<file path="config.mk">
export PLATFORM = sky130hd
export DESIGN_NAME = pulse_limit_engine
export DESIGN_NICKNAME = d
export VERILOG_FILES = /design/src/rtl/ple_pkg.sv /design/src/rtl/ple_pulse_counter.sv /design/src/rtl/ple_verify_cmp.sv /design/src/rtl/ple_status_toggle.sv /design/src/rtl/pulse_limit_engine.sv
export SDC_FILE = /design/constraint.sdc
export NUM_CORES = 1
export LEC_CHECK = 0
export BUFFER_PORTS_ARGS = -buffer_cell sky130_fd_sc_hd__clkbuf_2
export CORE_ASPECT_RATIO = 1.1
export CORE_MARGIN = 1.5
export CORE_UTILIZATION = 23
export DETAILED_ROUTE_END_ITERATION = 6
export GPL_ROUTABILITY_DRIVEN = 0
export GPL_TIMING_DRIVEN = 0
export PLACE_DENSITY = 0.54
export SYNTH_ARGS = -nofsm -noshare
export SYNTH_HDL_FRONTEND = slang
export SYNTH_SLANG_ARGS = --single-unit
</file>
<file path="constraint.sdc">
create_clock -name clk -period 4.8 [get_ports clk]
set_clock_uncertainty 0.2 [all_clocks]
set_input_delay 0 -clock clk [delete_from_list [all_inputs] [get_ports clk]]
set_output_delay 0 -clock clk [all_outputs]
set_load 0.05 [all_outputs]
</file>
<file path="src/rtl/ple_pkg.sv">
package ple_pkg;
  typedef enum logic [1:0] {
    PS_IDLE  = 2'd0,
    PS_FIRE  = 2'd1,
    PS_WAIT  = 2'd2,
    PS_FAULT = 2'd3
  } ple_state_t;
endpackage

</file>
<file path="src/rtl/ple_pulse_counter.sv">
module ple_pulse_counter #(
  parameter int LIMIT = 6
) (
  input  logic clk,
  input  logic rst,
  input  logic clr,
  input  logic inc,
  output logic at_limit
);
  localparam int CW = $clog2(LIMIT + 1);
  logic [CW-1:0] cnt;

  always_ff @(posedge clk) begin
    if (rst || clr) cnt <= '0;
    else if (inc && cnt != CW'(LIMIT)) cnt <= cnt + CW'(1);
  end

  assign at_limit = (cnt == CW'(LIMIT));
endmodule

</file>
<file path="src/rtl/ple_verify_cmp.sv">
module ple_verify_cmp #(
  parameter int DATA_W = 8
) (
  input  logic [DATA_W-1:0] readback,
  input  logic [DATA_W-1:0] target,
  output logic              match
);
  logic [DATA_W-1:0] diff;
  for (genvar b = 0; b < DATA_W; b++) begin : g_bit
    assign diff[b] = readback[b] ^ target[b];
  end
  assign match = ~|diff;
endmodule

</file>
<file path="src/rtl/ple_status_toggle.sv">
module ple_status_toggle (
  input  logic clk,
  input  logic rst,
  input  logic rd,
  input  logic active,
  output logic tog
);
  always_ff @(posedge clk) begin
    if (rst) tog <= 1'b0;
    else if (rd && active) tog <= ~tog;
  end
endmodule

</file>
<file path="src/rtl/pulse_limit_engine.sv">
module pulse_limit_engine #(
  parameter int ADDR_W      = 21,
  parameter int DATA_W      = 8,
  parameter int PULSE_LIMIT = 6
) (
  input  logic              clk,
  input  logic              rst,
  input  logic              prog_req,
  input  logic              erase_req,
  input  logic              reset_cmd,
  input  logic [ADDR_W-1:0] req_addr,
  input  logic [DATA_W-1:0] req_data,
  input  logic              status_rd,
  input  logic              verify_valid,
  input  logic [DATA_W-1:0] verify_data,
  output logic              pulse_v,
  output logic              pulse_erase,
  output logic [ADDR_W-1:0] pulse_addr,
  output logic [DATA_W-1:0] pulse_data,
  output logic              busy,
  output logic              limit_fault,
  output logic              status_tog
);
  import ple_pkg::*;

  localparam logic [DATA_W-1:0] ERASED = {DATA_W{1'b1}};

  ple_state_t state;
  logic       cnt_clr, cnt_inc, at_limit, match, accept;

  assign accept  = (state == PS_IDLE) && (prog_req || erase_req);
  assign cnt_clr = accept;
  assign cnt_inc = (state == PS_FIRE);

  ple_pulse_counter #(.LIMIT(PULSE_LIMIT)) cnt_i (
    .clk(clk), .rst(rst), .clr(cnt_clr), .inc(cnt_inc), .at_limit(at_limit)
  );

  ple_verify_cmp #(.DATA_W(DATA_W)) cmp_i (
    .readback(verify_data), .target(pulse_data), .match(match)
  );

  ple_status_toggle tog_i (
    .clk(clk), .rst(rst), .rd(status_rd), .active(busy), .tog(status_tog)
  );

  always_ff @(posedge clk) begin
    if (rst) begin
      state       <= PS_IDLE;
      busy        <= 1'b0;
      limit_fault <= 1'b0;
      pulse_v     <= 1'b0;
      pulse_erase <= 1'b0;
      pulse_addr  <= '0;
      pulse_data  <= '0;
    end else begin
      pulse_v <= 1'b0;
      case (state)
        PS_IDLE: begin
          if (prog_req) begin
            pulse_addr  <= req_addr;
            pulse_data  <= req_data;
            pulse_erase <= 1'b0;
            busy        <= 1'b1;
            state       <= PS_FIRE;
          end else if (erase_req) begin
            pulse_addr  <= req_addr;
            pulse_data  <= ERASED;
            pulse_erase <= 1'b1;
            busy        <= 1'b1;
            state       <= PS_FIRE;
          end
        end
        PS_FIRE: begin
          pulse_v <= 1'b1;
          state   <= PS_WAIT;
        end
        PS_WAIT: begin
          if (verify_valid) begin
            if (match) begin
              busy  <= 1'b0;
              state <= PS_IDLE;
            end else if (at_limit) begin
              limit_fault <= 1'b1;
              state       <= PS_FAULT;
            end else begin
              state <= PS_FIRE;
            end
          end
        end
        PS_FAULT: begin
          if (reset_cmd) begin
            limit_fault <= 1'b0;
            busy        <= 1'b0;
            state       <= PS_IDLE;
          end
        end
        default: state <= PS_IDLE;
      endcase
    end
  end
endmodule

</file>
=== After elaboration in Yosys (flattened, before gate mapping) ===
Cells that the tools add are included.

* Register bits: 39
* Memories kept: 0
* Memory bits (read-only): 0
* Word-level logic and storage cells: 67
* Bits in latches: 0
* Memory bits (writable): 0
* Input port bits: 44

* Add/sub/neg operators: 1
* Mux-type cells: 23
* Shifts and indexed selects: 0
* Bitwise operators: 9
* Divide/modulo/power cells: 0
* Order comparisons: 0
* Multipliers: 0
* Equal/unequal tests: 11
* Reduce and logical (&&, ||, !) cells: 14

{| class="wikitable"
|+ Operators with widths
! cell !! number
|-
| 21-bit two-way mux || 2
|-
| 8-bit two-way mux || 2
|-
| 2-bit two-way mux || 6
|-
| 1-bit two-way mux || 10
|-
| 5-bit AND reduction || 2
|-
| 2-bit != test, second input constant || 4
|-
| 2-bit case mux with 4 select lines || 1
|-
| 8-bit OR reduction || 1
|-
| 1-bit XOR || 8
|-
| 3-bit != test, second input constant || 2
|-
| 2-bit == test, second input constant || 2
|-
| 2-bit nonzero test || 2
|-
| 3-bit by 1-bit adder with 3-bit output, second input constant || 1
|-
| 3-bit == test, second input constant || 1
|-
| 1-bit logical AND || 3
|-
| 1-bit case mux with 3 select lines || 1
|-
| 3-bit AND reduction || 1
|-
| 3-bit nonzero test || 1
|-
| 2-bit by 1-bit == test with 1-bit output, second input constant || 1
|-
| 2-bit zero test || 1
|-
| 1-bit logical OR || 2
|-
| 2-bit by 1-bit != test with 1-bit output, second input constant || 1
|-
| 1-bit case mux with 2 select lines || 1
|-
| 2-bit AND reduction || 1
|-
| 1-bit NOT || 1
|}

=== Longest topological paths before layout ===
Gate-level depths: netlist of the first run.

* Word-level depth: 5
* Gate-level depth with buffers: 7
* Gate-level depth less buffers: 6

=== By module ===
From an unflattened synthesis of the first run, not the netlist that was laid out.

* Cell total of the unflattened synthesis: 200
* Area total of the unflattened synthesis: 1705.4 sq um

{| class="wikitable"
|+ By module, submodules not included
! module !! cells each !! area an instance (sq um) !! instances !! sequential area each (sq um)
|-
| pulse_limit_engine || 168 || 1391.3 || 1 || 700.7
|-
| ple_pulse_counter || 17 || 181.4 || 1 || 60.1
|-
| ple_verify_cmp || 11 || 86.3 || 1 || 0.0
|-
| ple_status_toggle || 4 || 46.3 || 1 || 20.0
|}

=== Least setup slack after synthesis of the first run ===
No wires, ideal clock.

* Path kind: register to register
* Start: register state[0]
* End: register busy
* Buffers on the path: 0
* Library setup time: 0.133 ns
* Cell stages (with the launch flop): 7
* Path slack: 3.014 ns
* Arrival time: 1.453 ns
* Period minus slack after synthesis: 1.786 ns
* Cell sequence: dfxtp_1 -> inv_1 -> ha_1 -> nor2b_4 -> or3_4 -> a211oi_2 -> a211oi_1

* Longest elaborated chain between the ends: 3
* Elaborated cells on any way between the ends: 10
* Classes of those cells: eq/ne: 6; mux: 1; reduce/logical: 3

{| class="wikitable"
|+ Ends and longest elaborated chain
! what !! RTL line !! RTL
|-
| start: declaration || pulse_limit_engine.sv:28 || <nowiki>ple_state_t state;</nowiki>
|-
| start signal: assignment || pulse_limit_engine.sv:49 || <nowiki>state <= PS_IDLE;</nowiki>
|-
| start signal: assignment || pulse_limit_engine.sv:65 || <nowiki>state <= PS_FIRE;</nowiki>
|-
| start signal: assignment || pulse_limit_engine.sv:71 || <nowiki>state <= PS_FIRE;</nowiki>
|-
| 2-bit == test / 2-bit zero test (equally long branches) || pulse_limit_engine.sv:58 || <nowiki>case (state)</nowiki>
|-
| 2-bit != test (no source line) (tied with other cells) || -- ||
|-
| 5-bit AND reduction (no source line) || -- ||
|-
| end signal: assignment || pulse_limit_engine.sv:64 || <nowiki>busy <= 1'b1;</nowiki>
|-
| end signal: assignment || pulse_limit_engine.sv:70 || <nowiki>busy <= 1'b1;</nowiki>
|-
| end signal: assignment || pulse_limit_engine.sv:81 || <nowiki>busy <= 1'b0;</nowiki>
|-
| end: declaration || pulse_limit_engine.sv:20 || <nowiki>output logic busy,</nowiki>
|}

Parallel ways exist; a longest one is shown, timed or not.
A chain may end at the register's enable or synchronous reset.

=== Worst setup path in the final report of the first run ===
* Start: register pulse_data[3]
* End: register limit_fault

* Longest elaborated chain between the ends: 4

{| class="wikitable"
|+ Ends and longest elaborated chain
! what !! RTL line !! RTL
|-
| start: declaration || pulse_limit_engine.sv:19 || <nowiki>output logic [DATA_W-1:0] pulse_data,</nowiki>
|-
| start signal: assignment || pulse_limit_engine.sv:62 || <nowiki>pulse_data <= req_data;</nowiki>
|-
| 1-bit XOR || ple_verify_cmp.sv:10 || <nowiki>assign diff[b] = readback[b] ^ target[b];</nowiki>
|-
| 8-bit OR reduction || ple_verify_cmp.sv:12 || <nowiki>assign match = ~|diff;</nowiki>
|-
| 2-bit by 1-bit != test with 1-bit output (no source line) || -- ||
|-
| 5-bit AND reduction (no source line) || -- ||
|-
| end signal: assignment || pulse_limit_engine.sv:51 || <nowiki>limit_fault <= 1'b0;</nowiki>
|-
| end signal: assignment || pulse_limit_engine.sv:84 || <nowiki>limit_fault <= 1'b1;</nowiki>
|-
| end signal: assignment || pulse_limit_engine.sv:93 || <nowiki>limit_fault <= 1'b0;</nowiki>
|-
| end: declaration || pulse_limit_engine.sv:21 || <nowiki>output logic limit_fault,</nowiki>
|}

Every way passes these cells.

==> results of run 1 <==
-- routing by layer --
layer  vias up  track usage, %
li1        922               -
met1       767            14.1
met2        60            21.1
met3         5            3.25
met4         0            2.42
met5         -               0
-- how the worst max path moves through the flow --
stage,start,endpoint,cells after the start
final,pulse_data[3],limit_fault,7
after global routing,pulse_data[1],limit_fault,7
after CTS,pulse_data[3],limit_fault,7
after detailed placement,state[0],busy,6
after global placement,state[0],busy,6
after floorplan,state[0],busy,6
-- cell type report --
class | instances | area [µm²] | area share (%)
multi-input cells | 146 | 860 | 31.9
flip-flops and latches | 39 | 781 | 29.0
repair buffers | 115 | 771 | 28.6
well taps | 87 | 109 | 4.04
plain buffers | 12 | 72.6 | 2.69
clock buffers | 5 | 68.8 | 2.55
inverters | 5 | 18.8 | 0.696
clock inverters | 3 | 15.0 | 0.557
-- layout by cell type (no fill, tap or decap) --
master / n
o211ai_1: 1
nor3b_2: 1
clkbuf_2: 76
nand3b_1: 8
xnor2_1: 9
nor2b_1: 1
a211oi_1: 1
nor3b_1: 1
a21boi_1: 1
nand4_1: 2
buf_2: 8
dfxtp_1: 39
a21oi_1: 23
nor2_1: 13
clkinv_2: 3
o32a_2: 1
nor4_1: 1
a221oi_2: 1
clkbuf_8: 6
nand2_1: 46
or3_4: 1
a211o_1: 1
a2111oi_0: 1
o41ai_1: 1
o21ai_1: 2
clkbuf_1: 2
nor3_1: 8
buf_6: 1
ha_1: 7
nor2b_4: 2
xor2_1: 2
inv_1: 5
dlygate4sd3_1: 39
o21ai_0: 8
mux2i_1: 1
o21a_1: 1
a211oi_2: 1
-- critical path, cell delays in order, from the launching register on --
cell           delay, ns
dfxtp_1             0.38
xnor2_1             0.13
nand4_1             0.18
dlygate4sd3_1       0.62
o21ai_0             0.14
dlygate4sd3_1       0.57
nand3b_1            0.07
dlygate4sd3_1       0.55
-- registers in the layout, indices dropped and copies added, names as in the netlist, 2 cells and up --
name	cells
pulse_data	8
pulse_addr	21
cnt_i.cnt	3
state	2
-- power by group through the flow --
stage | registers, mW | clock network, mW | logic (mW)
after global routing | 0.435 | 0.237 | 0.585
after CTS | 0.427 | 0.228 | 0.541
after global placement | 0.432 | 0 | 0.511
after detailed placement | 0.434 | 0 | 0.514
after floorplan | 0.612 | 0 | 0.207
final | 0.426 | 0.215 | 0.533
-- timing repair --
| action | in CTS | in global routing |
|---|---|---|
| endpoints found under the hold margin | 39 | 0 |
| buffers inserted | 0 | 0 |
| hold buffers | 39 | 0 |
-- stage by stage --
step,worst slack [ns],std cells,cell area (µm²),hold WS [ns],utilization [%]
after global placement,2.89,365,2220,0.0243,30.0
after detailed placement,2.89,365,2220,0.0294,30.0
after floorplan,3.01,202,1730,-0.0667,-
after CTS,1.86,412,2700,0.0567,36.5
final,1.86,412,2700,0.0528,36.5
after global routing,1.76,412,2700,0.0883,36.5
-- synth_stat cells (5+ instances only) --
library cell | instances | area, µm²
nand2_1 | 46 | 173
dfxtp_1 | 39 | 781
a21oi_1 | 23 | 115
nor2_1 | 13 | 48.8
xnor2_1 | 9 | 78.8
buf_2 | 8 | 40.0
nand3b_1 | 8 | 60.1
nor3_1 | 8 | 40.0
o21ai_0 | 8 | 40.0
ha_1 | 7 | 87.6
inv_1 | 5 | 18.8
-- cell families after synthesis --
logic type,Yosys count,share of synthesized area [%]
simple gates,84,23.4
compound gates,43,15.0
flops,39,45.1
buf+inv,17,5.27
xor+xnor,11,5.56
fa+ha+maj,7,5.06
mux,1,0.578
==> results by stage, run 1 <==
Global routing:
- The maximum number of pins on one net before global-route repair is 13.
- The number of antenna violations at the first check in global routing is 0.
- In the global route stage, overall resource usage came out at 11.8%.
- Global routing finished with a remaining overflow of 0.
- The first-pass GRT wire length is around 7600 µm.
- The number of global-route vias before repair is around 1,700.

Setup path:
- The worst reg2reg path endpoint is limit_fault.
- STA classifies the critical path startpoint as a flop.
- The number of cells on the worst reg-to-reg path is 7.
- The startpoint identified for the worst register-to-register timing path is pulse_data[3].
- Of all nets on the critical path, the largest fanout is 3.
- The worst setup path is captured at a flop.
- The critical path in this run is classified as reg2reg.
- At the worst endpoint, the arrival time is about 2.9 ns.
- The worst reg-to-reg setup slack is ~1.9 ns.
- At the worst endpoint, the required time is between 4 and 5 ns.

Die:
- The die boundary width is around 86 µm.
- The total I/O pin count is 78.
- The initial cell density of the core is a little under a quarter.
- The standard-cell row count is 33.
- From bottom edge to top edge, the die measures about 94 µm.
- After floorplanning, the core was sized to cover roughly 0.0074 mm².
- The die area is slightly above 0.008 mm².

Clock network:
- The tree is rooted in a clkbuf_8.
- The clock tree from TritonCTS is done.
- The H-tree level count is 2.
- The number of cells upsized or downsized after cts is 0.
- The number of clock sinks is 39.
- The clock tree buffer depth is 2.
- The clock slew seen by the registers of the worst setup and hold paths is approximately 0.080 ns.
- The clock reaches the later pin of the worst-skew pair after ~0.29 ns.
- The number of buffers created by CTS is 5.

Route:
- Before antenna repair, the detailed router went through 4 iterations.
- The routed design uses approximately 2200 µm of met2 wire.
- The remaining number of nets flagged by the antenna check after routing is 0.
- The average via count per standard cell is 4.26.
- The average detailed-routed wire length per instance is roughly 11 µm.
- The highest routed metal layer is met4.
- The detailed router placed about 1,800 vias in this run.
- The total met3 wirelength after detailed routing is 268 µm.
- The total detailed-routing wirelength is 4650 µm.
- The number of remaining DRC errors is 0.
- The initial DRC count is 53.
- For this block, wires on met1 add up to between 2000 and 2500 µm.

Hold path:
- The path with the worst hold slack has its endpoint at pulse_data[3].
- In this run the most critical hold path is launched from prog_req.
- The kind of path behind the tightest hold check is in2reg.
- The worst hold path was traced through 5 stages.

Pwr:
- Internal power comes to 0.655 mW.
- The logic gate share of total power is between 40% and 50%.
- Dividing total power by cell area gives a power density of 436 mW/mm².
- The switching share of power is 44.2%.
- In this run, flip-flops and latches consume between 30% and 40% of the power.
- The clock group share of total power is between 10% and 20%.
- After layout, the design draws a total of 1.17 mW.
- The standby leakage power is between 1 and 1.5 nW.
- The analysis attributes to net switching a power of about 0.52 mW.
- The worst vdd rail ir drop is between 0.15 and 0.2 mV.

STA:
- The count of final setup violators is 0.
- The final number of max-transition violations came to 0.
- The routed design could run at a clock period as short as between 2 and 3 ns.
- The slew at the pin with the worst max-slew slack is 0.489 ns.
- The worst pin sits at a relative slew slack of 67.4%.
- The period utilization is around three fifths.
- Summed over all failing endpoints, the final setup total negative slack is 0 ns.
- The fmax is approximately 0.34 GHz.
- Setup repair after global routing left no endpoint under its margin.
- The number of hold violations in the final report is 0.

Layout:
- The layout has 773 filler cells.
- The number of antenna diodes in the final layout is 0.
- The layout overhead on the synthesized area is 55.6%.
- The proportion of layout cells with a drive suffix above 1 is about 31%.
- For this run, the post-layout net count is 375.

Place:
- In this run the tool buffered the top-level ports with 76 buffer cells.
- Detailed placement ended at an HPWL of 3370 µm.

Logic synthesis:
- The number of flip-flops and latches in the synthesized netlist is 39.
- Summing the sequential cell areas from Yosys gives 45.1% of the chip area.
- The number of standard cells after synthesis is between 200 and 250.
- The most used flip-flop cell after synthesis is dfxtp_1.
- The unique cell type count in the Yosys netlist is 34.
- The synthesized design contains 0 enable-type register cells.
- The post-synth net total is between 200 and 300.
- After synthesis the cells add up to between 0.0015 and 0.002 mm².
- In this run the mean area of a mapped cell was approximately 8.6 µm².
- The share of synthesized flip-flops with an asynchronous set or reset is 0%.
- The warning count from the yosys run is 0.

Flow run:
- Max-cap violations in this run came to 0.

Status:
- The flow ran to the end, and the final reports show no timing, DRC or antenna violations.
Note: power is estimated with default switching activity, not from simulation.
==> inputs of run 2 (changes only) <==
- PLACE_DENSITY: 0.54 -> 0.56
- clock period: 4.8 -> 2.7 ns (I/O delays scaled with it)
==> run 2 against run 1 <==
Against the previous run: largest cell class unchanged; design area grew 0.98%; critical endpoint is now pulse_addr[13]; via count increased by 2.1%; die area did not move.
==> results by stage, run 2 (synthesized netlist as in run 1, its figures left out) <==
Route:
- The detailed-route via count came to 1,790 (+2.1%).
- The average via count per standard cell came to 4.33 (+1.8%).
- The total detailed-routing wirelength is 4960 µm (+6.8%).
- The number of remaining DRC errors is 0 (unchanged).
- The average detailed-routed wire length per instance is 12.0 µm (+6.5%).
- The detailed-routing iteration count for the pre-antenna-repair pass was 4 (unchanged).
- The remaining number of nets flagged by the antenna check after routing is 0 (unchanged).
- The initial DRC count is 60 (+13%).

Place:
- The total of buffers placed on input and output ports is 76 (unchanged).
- The pre-CTS worst setup slack came to 0.788 ns (-2.11 ns).
- The detailed placement HPWL was 3300 µm (-2.0%).
- The number of cells after detailed placement is 365 (unchanged).

Setup path:
- STA classifies the critical path endpoint as a flop.
- The worst-case reg-to-reg path depth is 8 (+1).
- The worst reg2reg path endpoint is pulse_addr[13].
- By startpoint and endpoint, the worst setup path is classified as reg2reg.
- The worst reg-to-reg setup slack is 0.31 ns (-1.55 ns).
- The peak fanout along the critical path is 10 (+7).
- The launching element type of the critical path is a flop.
- The data arrival time of the critical path is 2.43 ns (-0.50 ns).
- The source of the worst register-to-register timing path is state[1].
- The required arrival time at the worst endpoint is 2.73 ns (-2.05 ns).

Clock network:
- The number of cells upsized or downsized after cts is 0 (unchanged).
- The cts-stage hold buffer count is 40 (+2.6%).
- The number of buffers created by CTS is 5 (unchanged).
- The clock tree buffer depth is 2 (unchanged).
- The number of buffers inserted by post-CTS setup repair is 0 (unchanged).
- The H-tree level count was 2 (unchanged).
- The clock slew seen by the registers of the worst setup and hold paths came to 0.08 ns (about the same).
- The clock latency reported for the late side of the worst-skew pair is 0.29 ns (about the same).
- The clock root buffer master is clkbuf_8.
- The number of clock sinks is 39 (unchanged).
- TritonCTS built the clock tree.

Layout:
- Leaving out fill and tap cells, the most frequent cells in the layout are 76 x clkbuf_2, 46 x nand2_1, 40 x dlygate4sd3_1.
- The count of antenna diodes in the layout is 0 (unchanged).
- The most frequent standard cell in the layout excluding fill and tap cells is clkbuf_2.
- The number of nets in the finished design is 376 (+0.27%).
- The area growth from synthesis to layout is 57.2%.
- More flip-flops sit in one register than any other, and that register is pulse_addr.
- The largest registers in the layout are pulse_addr (21), pulse_data (8), cnt_i.cnt (3).
- The proportion of layout cells with a drive suffix above 1 came to 30.7% (-0.40 points).
- The flip-flop count of the largest register, all copies and words added is 21 (unchanged).
- The final cell count without fillers is 413 (+0.24%).

Global routing:
- The overflow left after global routing is 0 (unchanged).
- The maximum number of pins on one net before global-route repair is 12 (-1).
- The first-pass GRT wire length was 7850 µm (+3.9%).
- The number of global-route vias before repair is 1,681 (+0.48%).
- The number of antenna violations at the first check in global routing was 0 (unchanged).
- The aggregate global-route resource usage came to 12.5% (+0.62 points).

Die:
- The die area is 0.00806 mm² (unchanged).
- The initial cell density of the core was 23.4% (unchanged).
- The total I/O pin count is 78 (unchanged).
- The die boundary width is 85.7 µm (unchanged).
- The standard-cell row count was 33 (unchanged).
- The height of the die is 94.0 µm (unchanged).
- The core box area is 0.00739 mm² (unchanged).

STA:
- The least setup slack across all paths after layout came to 0.306 ns (-1.55 ns).
- Setup repair after global routing left no endpoint under its margin.
- The tightest slew margin relative to the limit came to 66.6% (-0.82 points).
- The number of hold violations in the final report is 0 (unchanged).
- The sum of negative setup slack came to 0 ns (unchanged).
- The slew at the pin with the worst max-slew slack is 0.502 ns (+0.0123 ns).
- The final number of max-transition violations is 0 (unchanged).
- The clock period minus worst slack is 2.39 ns (-0.549 ns).
- The count of final setup violators is 0 (unchanged).
- The fmax came to 0.418 GHz (+23%).
- The period utilization is 88.7% (+27 points).

Hold path:
- For hold timing, the worst endpoint is limit_fault.
- The startpoint identified for the worst hold timing path is verify_data[2].
- The depth of the worst hold-timing path is 5 (unchanged).
- The kind of path behind the tightest hold check is in2reg.

Pwr:
- The worst vdd rail ir drop was 0.502 mV (+150%).
- The overall power after layout is 2.16 mW (+84%).
- The standby leakage power was 1.21 nW (+0.77%).
- The power per standard cell area came to 794 mW/mm² (+82%).

Status:
- The run finished with clean final reports.

Flow run:
- The max-cap check violation count is 0 (unchanged).
## run 2: layout make-up
type | count | area, µm²
multi-input cells | 146 | 860
inverters | 5 | 18.8
fillers | 774 | 4670
clock buffers | 8 | 100
well taps | 87 | 109
plain buffers | 12 | 72.6
flip-flops and latches | 39 | 781
repair buffers | 116 | 781
## run 2: worst max path at each step
stage	from	to	slack [ns]	depth (start not counted)
final	state[1]	pulse_addr[13]	0.31	8
after global routing	state[1]	pulse_addr[13]	0.11	8
after CTS	pulse_data[2]	limit_fault	0.32	6
after detailed placement	state[0]	busy	0.79	6
after global placement	state[0]	busy	0.80	6
after floorplan	state[0]	busy	0.91	6
## run 2: per-stage QoR
stage | area [µm²] | hold WS [ns] | utilization (%)
floorplan | 1730 | -0.0667 | -
global placement | 2220 | 0.0245 | 30.0
detailed placement | 2220 | 0.0301 | 30.0
CTS | 2720 | 0.0352 | 36.8
global route | 2720 | 0.0875 | 36.8
finish | 2720 | 0.0316 | 36.8
## run 2: report_power, final
part | internal (mW) | leakage, nW | switching, mW
registers | 0.684 | 0.322 | 0.0721
logic | 0.309 | 0.832 | 0.658
clock network | 0.233 | 0.0515 | 0.204
## run 2: layer usage
metal  vias to the layer above  global-route usage (%)  part of all wire [%]
li1                        927                       -                     -
met1                       799                    15.3                    46
met2                        58                    21.3                    47
met3                         6                    3.78                   5.6
met4                         0                    2.82                  0.97
met5                         -                       0                     0
## run 2: worst max-delay path, cell delays in order (launching register included)
cell and delay, ns:
dfxtp_1 0.39, inv_1 0.12, ha_1 0.22, buf_2 0.19, o21ai_1 0.15, buf_2 0.27
nand2_1 0.08, a21oi_1 0.15, dlygate4sd3_1 0.56
==> inputs of run 3 (changes only) <==
- ABC_AREA: not set -> 1
- PLACE_DENSITY: 0.56 -> 0.55
==> run 3 against run 2 <==
Against the previous run: setup slack better by 0.13 ns; utilization up 0.42 points; sequential cell count unchanged; first-iteration DRC count up 22%; critical endpoint is now pulse_addr[7]; largest cell class is now non-clock buffers; largest power group unchanged.
==> results by stage, run 3 <==
Status:
- The run finished with clean final reports.

Logic synthesis:
- The fraction of synthesized area in multiplexers came to 0% (-0.58 points).
- Sorting the synthesized cells by how often they occur yields 53 x nor2_1, 39 x dfxtp_1, 37 x nand2_1.
- The fraction of the mapped netlist area in adder cells came to 4.99% (-0.072 points).
- In the post-synthesis netlist, the biggest area contributors are dfxtp_1 44%, nor2_1 11%, nand2_1 7.9%, o21ai_0 6.3%, inv_1 5.1%.
- The post-synthesis compound-gate area fraction is 15.5% (+0.43 points).
- The area fraction of the dominant cell type after synthesis is 44.4% (-0.64 points).
- In the post-synthesis netlist, the cell with the most instances is nor2_1.
- The fraction of the mapped netlist area in simple logic gates is 22.9% (-0.55 points).
- The unique cell type count in the Yosys netlist is 27 (-21%).
- In the synthesized netlist the dominant register cell turns out to be dfxtp_1.
- The share of synthesized flip-flops with an asynchronous set or reset is 0% (unchanged).
- The number of standard cells after synthesis is 233 (+15%).
- The library cell with the largest summed area after synthesis is dfxtp_1.
- The synthesized area per cell is 7.54 µm² (-12%).
- The number of flip-flops and latches in the synthesized netlist was 39 (unchanged).
- The warning count from the yosys run is 0 (unchanged).
- The post-synth net total is 284 (+12%).
- The dominant combinational cell family by area after synthesis is simple AND/OR/NAND/NOR gates.
- The portion of the post-synthesis area used by sequential elements is 44.4% (-0.64 points).
- The synthesized area is 0.00176 mm² (+1.4%).
- The post-synthesis xor/xnor area fraction came to 2.49% (-3.1 points).
- The number of synthesized flops with an enable pin was 0 (unchanged).

STA:
- The period utilization was 83.8% (-4.9 points).
- The count of final setup violators is 0 (unchanged).
- The least setup slack across all paths after layout is 0.438 ns (+0.132 ns).
- The tightest slew margin relative to the limit was 63.1% (-3.4 points).
- The fmax was 0.442 GHz (+5.8%).
- The worst hold margin is 0.0388 ns (+0.00721 ns).
- The slew at the pin with the worst max-slew slack came to 0.553 ns (+0.0516 ns).
- Setup repair after global routing left no endpoint under its margin.
- The sum of negative setup slack is 0 ns (unchanged).
- The final number of max-transition violations is 0 (unchanged).
- The number of hold violations in the final report is 0 (unchanged).
- The clock period minus worst slack is 2.26 ns (-0.132 ns).

Die:
- The core box area is 0.00743 mm² (+0.56%).
- The die boundary width is 86.3 µm (+0.69%).
- The standard-cell row count came to 33 (unchanged).
- The initial cell density of the core is 23.6% (+0.21 points).
- The total I/O pin count is 78 (unchanged).
- The die area is 0.00817 mm² (+1.4%).
- The height of the die is 94.7 µm (+0.70%).

Setup path:
- The type of the worst setup path is reg2reg.
- The required arrival time at the worst endpoint is 2.70 ns (-0.03 ns).
- The peak fanout along the critical path is 10 (unchanged).
- The data arrival time of the critical path came to 2.26 ns (-0.17 ns).
- The launching element type of the critical path is a flop.
- The worst setup path is captured at a flop.

Pwr:
- The part of the power in registers is 27.8% (-7.2 points).
- The power spent charging and discharging nets is 1.61 mW (+73%).
- The standby leakage power is 1.38 nW (+14%).
- The switching share of power is 48.6% (+5.4 points).
- The worst vdd rail ir drop is 0.419 mV (-17%).
- The power per standard cell area is 1200 mW/mm² (+51%).
- The cell internal power dissipation is 1.71 mW (+39%).
- The clock group share of total power is 18.0% (-2.3 points).
- The logic gate share of total power is 54.2% (+9.5 points).

Route:
- The initial DRC count is 73 (+22%).
- The number of remaining DRC errors was 0 (unchanged).
- The remaining number of nets flagged by the antenna check after routing is 0 (unchanged).
- The detailed-routing iteration count for the pre-antenna-repair pass is 4 (unchanged).
- The average via count per standard cell is 4.23 (-2.5%).
- The total detailed-routing wirelength is 4940 µm (-0.44%).
- The average detailed-routed wire length per instance was 11.2 µm (-7.2%).
- The detailed-route via count was 1,872 (+4.6%).

Clock network:
- The clock slew seen by the registers of the worst setup and hold paths came to 0.09 ns (about the same).
- The cts-stage hold buffer count is 38 (-5.0%).
- The number of buffers inserted by post-CTS setup repair is 0 (unchanged).
- Clock tree synthesis selected as its root buffer the cell clkbuf_8.
- The H-tree level count is 2 (unchanged).
- The clock tree buffer depth is 2 (unchanged).
- The number of cells upsized or downsized after cts came to 0 (unchanged).
- The clock latency reported for the late side of the worst-skew pair is 0.30 ns (about the same).
- TritonCTS built the clock tree.
- The number of clock sinks was 39 (unchanged).
- The number of buffers created by CTS is 5 (unchanged).

Place:
- The placed cell area is 0.00225 mm² (+1.4%).
- The detailed placement HPWL was 3370 µm (+1.9%).
- The pre-CTS worst setup slack came to 0.953 ns (+0.166 ns).
- The total of buffers placed on input and output ports is 77 (+1.3%).

Global routing:
- The overflow left after global routing came to 0 (unchanged).
- The number of global-route vias before repair came to 1,768 (+5.2%).
- The maximum number of pins on one net before global-route repair is 14 (+2).
- The first-pass GRT wire length is 7940 µm (+1.1%).
- The aggregate global-route resource usage is 12.4% (-0.045 points).
- The number of antenna violations at the first check in global routing came to 0 (unchanged).

Layout:
- In the final layout, the registers with the most flip-flops are pulse_addr (21), pulse_data (8), cnt_i.cnt (3).
- The number of nets in the finished design was 406 (+8.0%).
- Compared with the post-synthesis result, the final layout area differs by 57.5%.
- The flip-flop count of the largest register, all copies and words added is 21 (unchanged).
- The post-route cell area is 0.00277 mm² (+1.7%).
- The library cells used most frequently in the layout, excluding fill and tap cells, are 78 x clkbuf_2, 53 x nor2_1, 39 x dfxtp_1.
- The library cell used most frequently in the layout, excluding fill and tap cells, is clkbuf_2.
- The proportion of layout cells with a drive suffix above 1 came to 28.1% (-2.6 points).
- The final-layout fill cell count is 768 (-0.78%).
- The register with the most flip-flops in the final layout is pulse_addr.
- The count of antenna diodes in the layout came to 0 (unchanged).

Hold path:
- The worst hold path belongs to the class in2reg.

Flow run:
- The max-cap check violation count is 0 (unchanged).
run 3: critical path: stages, from the launching register on:
cell	delay [ns]
dfxtp_1	0.34
inv_1	0.14
ha_1	0.21
inv_1	0.09
a21oi_4	0.19
inv_1	0.14
buf_6	0.17
nor2_1	0.08
nor2_1	0.05
dlygate4sd3_1	0.54
run 3: per-stage QoR:
step                util (%)  total power, mW  std cells
global placement        30.3             2.65        397
finish                  37.2             3.32        443
CTS                     37.2             3.35        443
detailed placement      30.3             2.66        397
floorplan                  -             2.27        233
global route            37.2             3.55        443
run 3: layout make-up:
| type | instances | area [µm²] | share of cell area (%) |
|---|---|---|---|
| Clock buffer | 5 | 68.8 | 2.49 |
| Buffer | 8 | 70.1 | 2.53 |
| Clock inverter | 3 | 67.6 | 2.44 |
| Timing Repair Buffer | 115 | 766 | 27.7 |
| Inverter | 27 | 101 | 3.66 |
| Tap cell | 87 | 109 | 3.93 |
| Multi-Input combinational cell | 159 | 805 | 29.1 |
| Sequential cell | 39 | 781 | 28.2 |
run 3: final timing paths:
path              cells after the start  slack, ns            end          start
setup reg to reg                      9       0.44  pulse_addr[7]       state[0]
setup / recovery                      9       0.44  pulse_addr[7]       state[0]
hold reg to reg                       2       0.27  pulse_addr[6]  pulse_addr[6]
hold / removal                        6       0.04       state[1]      erase_req
run 3: routing by layer:
metal | global-route usage (%) | vias to the layer above | part of all wire (%)
li1 | - | 974 | -
met3 | 3.23 | 6 | 5.3
met4 | 4.03 | 0 | 1.3
met5 | 0 | - | 0
met1 | 14.1 | 836 | 44
met2 | 22.5 | 56 | 50
run 3: kinds of logic after synthesis:
group	Yosys count
DFF	39
and+or+nand+nor	100
AOI/OAI and AO/OA	47
buffers and inverters	35
adders and majority gates	7
xor gates and xnor gates	5
run 3: power by group through the flow:
stage | registers, mW | logic, mW | clock network, mW
floorplan | 1.57 | 0.701 | 0
global placement | 0.926 | 1.72 | 0
detailed placement | 0.930 | 1.73 | 0
CTS | 0.921 | 1.82 | 0.618
global route | 0.947 | 1.97 | 0.639
finish | 0.921 | 1.80 | 0.599
